File: src/rtl/gpio_port_pkg.sv
package gpio_port_pkg;

    typedef enum logic [1:0] {
        REG_DIR   = 2'd0,
        REG_STATE = 2'd1,
        REG_IEN   = 2'd2,
        REG_CTRL  = 2'd3
    } reg_sel_e;

    // control register bit positions
    localparam int CB_LATCH = 0;
    localparam int CB_MODEM = 1;
    localparam int CB_SRST  = 3;

    // modem line offsets inside the reassigned nibble
    localparam int MOFF_DSR = 0;
    localparam int MOFF_DTR = 1;
    localparam int MOFF_CD  = 2;
    localparam int MOFF_RI  = 3;

endpackage

File: src/rtl/gpio_in_sync.sv
module gpio_in_sync #(
    parameter int W = 8
) (
    input  logic         clk,
    input  logic         rst_n,
    input  logic         clr,
    input  logic [W-1:0] d_in,
    output logic [W-1:0] d_out
);
    typedef struct packed {
        logic [W-1:0] s1;
        logic [W-1:0] s2;
    } sync_t;

    sync_t q, d;

    always_comb begin
        d.s1 = clr ? '0 : d_in;
        d.s2 = clr ? '0 : q.s1;
    end

    always_ff @(posedge clk or negedge rst_n) begin
        if (!rst_n) q <= '0;
        else        q <= d;
    end

    assign d_out = q.s2;
endmodule

File: src/rtl/gpio_irq_track.sv
module gpio_irq_track #(
    parameter int W = 8
) (
    input  logic         clk,
    input  logic         rst_n,
    input  logic         clr,
    input  logic         latch_mode,
    input  logic         rd_clear,
    input  logic [W-1:0] elig,
    input  logic [W-1:0] smp,
    output logic [W-1:0] pend,
    output logic [W-1:0] cap
);
    typedef struct packed {
        logic [W-1:0] refl;
        logic [W-1:0] pend;
        logic [W-1:0] cap;
    } trk_t;

    trk_t q, d;
    logic [W-1:0] fresh;

    always_comb begin
        d     = q;
        fresh = elig & ~q.pend & (smp ^ q.refl);
        if (clr) begin
            d = '0;
        end else if (rd_clear) begin
            d.refl = smp;
            d.pend = '0;
        end else if (latch_mode) begin
            // first differing level is captured and held until a read
            d.pend = (q.pend | fresh) & elig;
            d.cap  = (q.cap & ~fresh) | (smp & fresh);
            d.refl = (q.refl & elig) | (smp & ~elig);
        end else begin
            // flag follows the difference from the reference level
            d.pend = elig & (smp ^ q.refl);
            d.refl = (q.refl & elig) | (smp & ~elig);
        end
    end

    always_ff @(posedge clk or negedge rst_n) begin
        if (!rst_n) q <= '0;
        else        q <= d;
    end

    assign pend = q.pend;
    assign cap  = q.cap;
endmodule

File: src/rtl/gpio_modem_port.sv
module gpio_modem_port
    import gpio_port_pkg::*;
#(
    parameter int NPINS      = 8,
    parameter int MODEM_BASE = 4
) (
    input  logic             clk,
    input  logic             rst_n,
    input  logic             wr_en,
    input  logic             rd_en,
    input  logic [1:0]       addr,
    input  logic [NPINS-1:0] wdata,
    output logic [NPINS-1:0] rdata,
    input  logic [NPINS-1:0] pin_in,
    output logic [NPINS-1:0] pin_out,
    output logic [NPINS-1:0] pin_oe,
    input  logic             dtr_ctl,
    output logic [2:0]       modem_lines,
    output logic             modem_delta,
    output logic             irq
);
    localparam logic [NPINS-1:0] MODEM_MASK = {{(NPINS-4){1'b0}}, 4'hF} << MODEM_BASE;
    localparam logic [NPINS-1:0] DTR_BIT    = {{(NPINS-1){1'b0}}, 1'b1} << (MODEM_BASE + MOFF_DTR);

    typedef struct packed {
        logic [NPINS-1:0] dir;
        logic [NPINS-1:0] outv;
        logic [NPINS-1:0] ien;
        logic             latch;
        logic             modem;
        logic             srst;
        logic [2:0]       mprev;
    } regs_t;

    regs_t q, d;

    logic [NPINS-1:0] smp, pend, cap, owned, elig, live, st_rd;
    logic [2:0]       ml_now;
    logic             rd_clear;
    reg_sel_e         sel;

    assign sel      = reg_sel_e'(addr);
    assign rd_clear = rd_en && (sel == REG_STATE);
    assign owned    = q.modem ? MODEM_MASK : '0;
    assign elig     = ~q.dir & q.ien & ~owned;
    assign ml_now   = {smp[MODEM_BASE+MOFF_RI], smp[MODEM_BASE+MOFF_CD], smp[MODEM_BASE+MOFF_DSR]};

    gpio_in_sync #(.W(NPINS)) u_sync (
        .clk   (clk),
        .rst_n (rst_n),
        .clr   (q.srst),
        .d_in  (pin_in),
        .d_out (smp)
    );

    gpio_irq_track #(.W(NPINS)) u_trk (
        .clk        (clk),
        .rst_n      (rst_n),
        .clr        (q.srst),
        .latch_mode (q.latch),
        .rd_clear   (rd_clear),
        .elig       (elig),
        .smp        (smp),
        .pend       (pend),
        .cap        (cap)
    );

    always_comb begin
        d       = q;
        d.srst  = 1'b0;
        d.mprev = ml_now;
        if (wr_en) begin
            case (sel)
                REG_DIR:   d.dir  = wdata;
                REG_STATE: d.outv = wdata;
                REG_IEN:   d.ien  = wdata;
                REG_CTRL: begin
                    d.latch = wdata[CB_LATCH];
                    d.modem = wdata[CB_MODEM];
                    d.srst  = wdata[CB_SRST];
                end
                default: ;
            endcase
        end
        if (q.srst) d = '0;
    end

    always_ff @(posedge clk or negedge rst_n) begin
        if (!rst_n) q <= '0;
        else        q <= d;
    end

    // read path
    assign live  = q.latch ? ((pend & cap) | (~pend & smp)) : smp;
    assign st_rd = ((q.dir & q.outv) | (~q.dir & live)) & ~owned;

    always_comb begin
        rdata = '0;
        case (sel)
            REG_DIR:   rdata = q.dir;
            REG_STATE: rdata = st_rd;
            REG_IEN:   rdata = q.ien;
            REG_CTRL: begin
                rdata[CB_LATCH] = q.latch;
                rdata[CB_MODEM] = q.modem;
                rdata[CB_SRST]  = q.srst;
            end
            default: ;
        endcase
    end

    // pin drive
    assign pin_oe      = (q.dir & ~owned) | (owned & DTR_BIT);
    assign pin_out     = (q.outv & ~owned) | (owned & DTR_BIT & {NPINS{dtr_ctl}});
    assign modem_lines = q.modem ? ml_now : 3'b000;
    assign modem_delta = q.modem && (ml_now != q.mprev);
    assign irq         = |pend;
endmodule

File: config.mk
export PLATFORM = sky130hd
export DESIGN_NAME = gpio_modem_port
export DESIGN_NICKNAME = d
export VERILOG_FILES = /design/src/rtl/gpio_port_pkg.sv /design/src/rtl/gpio_in_sync.sv /design/src/rtl/gpio_irq_track.sv /design/src/rtl/gpio_modem_port.sv
export SDC_FILE = /design/constraint.sdc
export NUM_CORES = 1
export LEC_CHECK = 0
export BUFFER_PORTS_ARGS = -buffer_cell sky130_fd_sc_hd__buf_2
export CAP_MARGIN = 20
export CELL_PAD_IN_SITES_DETAIL_PLACEMENT = 0
export CELL_PAD_IN_SITES_GLOBAL_PLACEMENT = 1
export CORE_MARGIN = 2
export CORE_UTILIZATION = 45
export CTS_CLUSTER_DIAMETER = 60
export DETAILED_ROUTE_END_ITERATION = 10
export PLACE_DENSITY_LB_ADDON = 0.1
export SLEW_MARGIN = 20
export SYNTH_ARGS = -nofsm -noshare
export SYNTH_HDL_FRONTEND = slang
export SYNTH_SLANG_ARGS = --single-unit
File: constraint.sdc
create_clock -name clk -period 1.8 [get_ports clk]
set_input_delay 0.09 -clock clk [delete_from_list [all_inputs] [get_ports clk]]
set_output_delay 0.09 -clock clk [all_outputs]
set_load 0.01 [all_outputs]
==> key figures <==
Yosys
  • #FFs+latches synth: 70
  • Post-synthesis async set-or-reset flop share: 100%
  • Synth top area cells: dfrtp_1 (48%), mux2i_1 (7.1%), nor2b_1 (5.5%)
  • Post-Syn Instances: 360
  • Mapped Area: about 0.0037 sq mm
  • Synth Area per Inst: approximately 10 sq um
  • Number of synthesis warnings: 0
  • Seq/Total Area, Yosys: approximately 48%
  • Syn nets: 383
  • Number of flops mapped to enable cells by yosys: 0
  • Area share of the largest cell type after synthesis: 47.9%
  • Main synth FF type: dfrtp_1
  • Leading area contributor after synthesis: dfrtp_1
  • Synth unique cells: 47

Timing
  • Final WS setup: -0.0554 ns
  • Min Tclk post-route: 1.86 ns
  • Rel. slew slack: 75.2%
  • Slew of the pin with the lowest slew margin: 0.363 ns
  • Final-report hold violation count: 0
  • Final period util: 103%
  • Final setup violation count: 4
  • Worst Skew: approximately 0.010 ns
  • RSZ-0062 raised after global routing: yes
  • Pins Over Slew Limit: 0
  • Maximum clock rate: 539 MHz

Placement
  • Pre-CTS setup slack: about 0.19 ns
  • Routability Congestion: 0.811
  • IO Port Bufs: 51
  • DP HPWL: approximately 6000 um

Drt
  • 1st-pass router iterations: 4
  • Vias after detailed routing: 2897
  • Post-Route WL: 8810 um
  • Mean routed wirelength per cell: 16.5 um
  • Via density: 5.44
  • ANT nets after route: 0
  • DRC Markers: 0
  • DRT iter0 DRCs: approximately 110

Die
  • Die area: 0.00886 sq mm
  • DIE HEIGHT: 94.1 um
  • Initial core utilization: 46.8%
  • Die span in x: 94.1 um
  • I/O Pins: between 50 and 60
  • Row Count: 32
  • Core ar.: 0.00781 sq mm

Power and ir drop
  • Reg power frac: between 40 and 50%
  • Net switching power: 1.47 mW
  • Leak Pwr: between 2 and 2.5 nW
  • Sw Share: 33.1%
  • Combinational power share: 26.8%
  • Total internal power: just under 3 mW
  • PwrDens: between 900 and 1000 mW/mm^2
  • Clk pwr share: around a quarter
  • Worst vdd ir: ~0.00056 V

Run status
  • Failing checks: negative setup slack
  • Status: finished with violations

Global routing
  • Initial antenna violation count: 0
  • Largest net degree at the start of global routing: 38
  • First-pass GRT wire length: between 10000 and 15000 um
  • Vias in the first global route: about 2800
  • GRT overflow: 0
  • Global Route Usage Sum: 21.5%

Finish
  • Layout cells sized above 1: 30.6%
  • Finished Core Util: 57.3%
  • Final net count: 449
  • # diodes: 0
  • Synthesis-to-finish area growth: 22.4%

Setup path
  • Cells along the critical path: buf_6 -> nand2_4 -> mux2_4 -> a22oi_2 -> o32ai_2 -> buf_2
  • Top cell family by delay on the critical path: flip-flops
  • Worst setup EP type: primary output
  • Worst Path Buf+Inv: 2
  • Crit Path Class: reg -> out
  • Crit path largest cell delay: 0.45 ns
  • Arrival time worst endpoint: between 1.5 and 2 ns
  • Worst EP required: 1.71 ns
  • Critical Path Fanout Max: 7
  • CP startpoint kind: flop
  • Crit-path slowest cell: dfrtp_2

CTS
  • Clock slew at reported path FFs: 0.08 ns
  • Clk sinks: 70
  • Worst-Skew Late Latency: ~0.34 ns
  • Htree depth: 3
  • CTS tree: yes
  • Root Buffer: clkbuf_8
  • Max Buffers Root-to-Sink: 2
  • Num CTS Buffers: 9

Run
  • MaxCap Viol Count: 0

Worst hold path
  • Hold WC Path Type: in -> reg
cell usage in the layout (no fill, tap or decap), drive strengths merged, types with 7 or more instances in the layout:
cell          n
nand2b       10
nor3b         7
xnor2         8
a21oi        20
nand2        31
nor2b        32
mux2i        26
dfrtp        70
o21ai        11
buf          78
clkbuf       10
dlygate4sd3   9
nor2         27
nand3        13
cells by family (layout without fill, tap and decap cells):
group | count (synthesis) | count (layout) | share of synthesized area [%]
AND/OR/NAND/NOR | 142 | 142 | 21.1
flip-flops | 70 | 70 | 47.9
AO/OA/AOI/OAI | 68 | 68 | 12.6
buffers and inverters | 35 | 106 | 5.51
multiplexers | 34 | 34 | 10.2
XOR/XNOR | 11 | 11 | 2.64
cell usage after synthesis (3+ instances only):
library cell / instances
a22oi_1: 3
nor2b_1: 32
clkbuf_1: 6
o311ai_1: 4
dfrtp_1: 70
a22o_1: 3
mux2_2: 6
buf_1: 3
nand2_1: 31
buf_4: 9
o21a_1: 3
nor2_1: 27
o21ai_0: 10
a2111oi_0: 4
nand2b_1: 10
o211ai_1: 5
a211oi_1: 6
buf_2: 10
xor2_1: 3
inv_1: 3
and2_1: 4
mux2i_1: 26
buf_6: 3
nand3_1: 13
nor4_1: 4
a21oi_1: 19
nor3b_1: 6
xnor2_1: 8
routing by layer:
| metal | vias up | track usage, % | part of all wire (%) |
|---|---|---|---|
| met4 | 0 | 4.23 | 0.34 |
| met2 | 79 | 32.7 | 46 |
| met3 | 2 | 5.06 | 4.2 |
| li1 | 1393 | - | - |
| met1 | 1423 | 31.6 | 50 |
| met5 | - | 0 | 0 |
metrics by stage:
| step | area (sq um) | std cells | power, mW | TNS, ns | hold WS (ns) |
|---|---|---|---|---|---|
| floorplan | 3660 | 360 | 2.80 | 0 | -0.206 |
| global placement | 4010 | 501 | 3.14 | 0 | -0.00194 |
| detailed placement | 4010 | 501 | 3.16 | 0 | 0.00118 |
| CTS | 4450 | 533 | 4.44 | -0.222 | 0.00841 |
| global route | 4480 | 533 | 4.72 | -0.757 | 0.00589 |
| finish | 4480 | 533 | 4.42 | -0.159 | 0.0197 |
flip-flops by register name, summed over array words and instances, names as in the netlist:
name	count
q	30
u_sync.d_out	8
u_sync.q	8
u_trk.cap	8
u_trk.pend	8
u_trk.q	8
path summary, 6_finish.rpt:
check / slack [ns] / to / depth (start not counted) / from
worst min register to register: 0.46 / u_sync.d_out[7] / 1 / u_sync.q[15]
worst max register to register: 0.28 / u_trk.cap[4] / 4 / q[26]
worst max-delay path: -0.06 / rdata[4] / 6 / q[5]
max in group asynchronous: 1.01 / q[5] / 3 / rst_n
worst min-delay path: 0.02 / q[16] / 3 / wdata[2]
min in group asynchronous: 0.17 / q[21] / 2 / rst_n
power groups by stage:
stage	Sequential [mW]	Combinational [mW]	Clock, mW
floorplan	2.02	0.784	0
global placement	2.12	1.02	0
detailed placement	2.13	1.03	0
CTS	2.10	1.18	1.15
global route	2.16	1.32	1.24
finish	2.11	1.19	1.12
worst min-delay path, cell delays in order:
cell and delay (ns):
buf_2 0.10, mux2i_1 0.06, nor2_1 0.07
cell type report:
type	count	area (sq um)
clock inverter	6	37.5
timing repair buffer	87	571
multi-input combinational	255	1830
tap	102	128
clock buffer	10	138
fill	738	3330
inverter	3	11.3
sequential	70	1760
repair_timing:
action | in CTS | in global routing
pin swaps | 8 | 5
setup buffers | 7 | 0
gates cloned | 0 | 0
hold buffers | 9 | 0
gates resized for setup | 30 | 4
endpoints found under the setup margin | 9 | 8
endpoints found under the hold margin | 55 | 0
No activity file was read; power rests on OpenSTA's default activity.
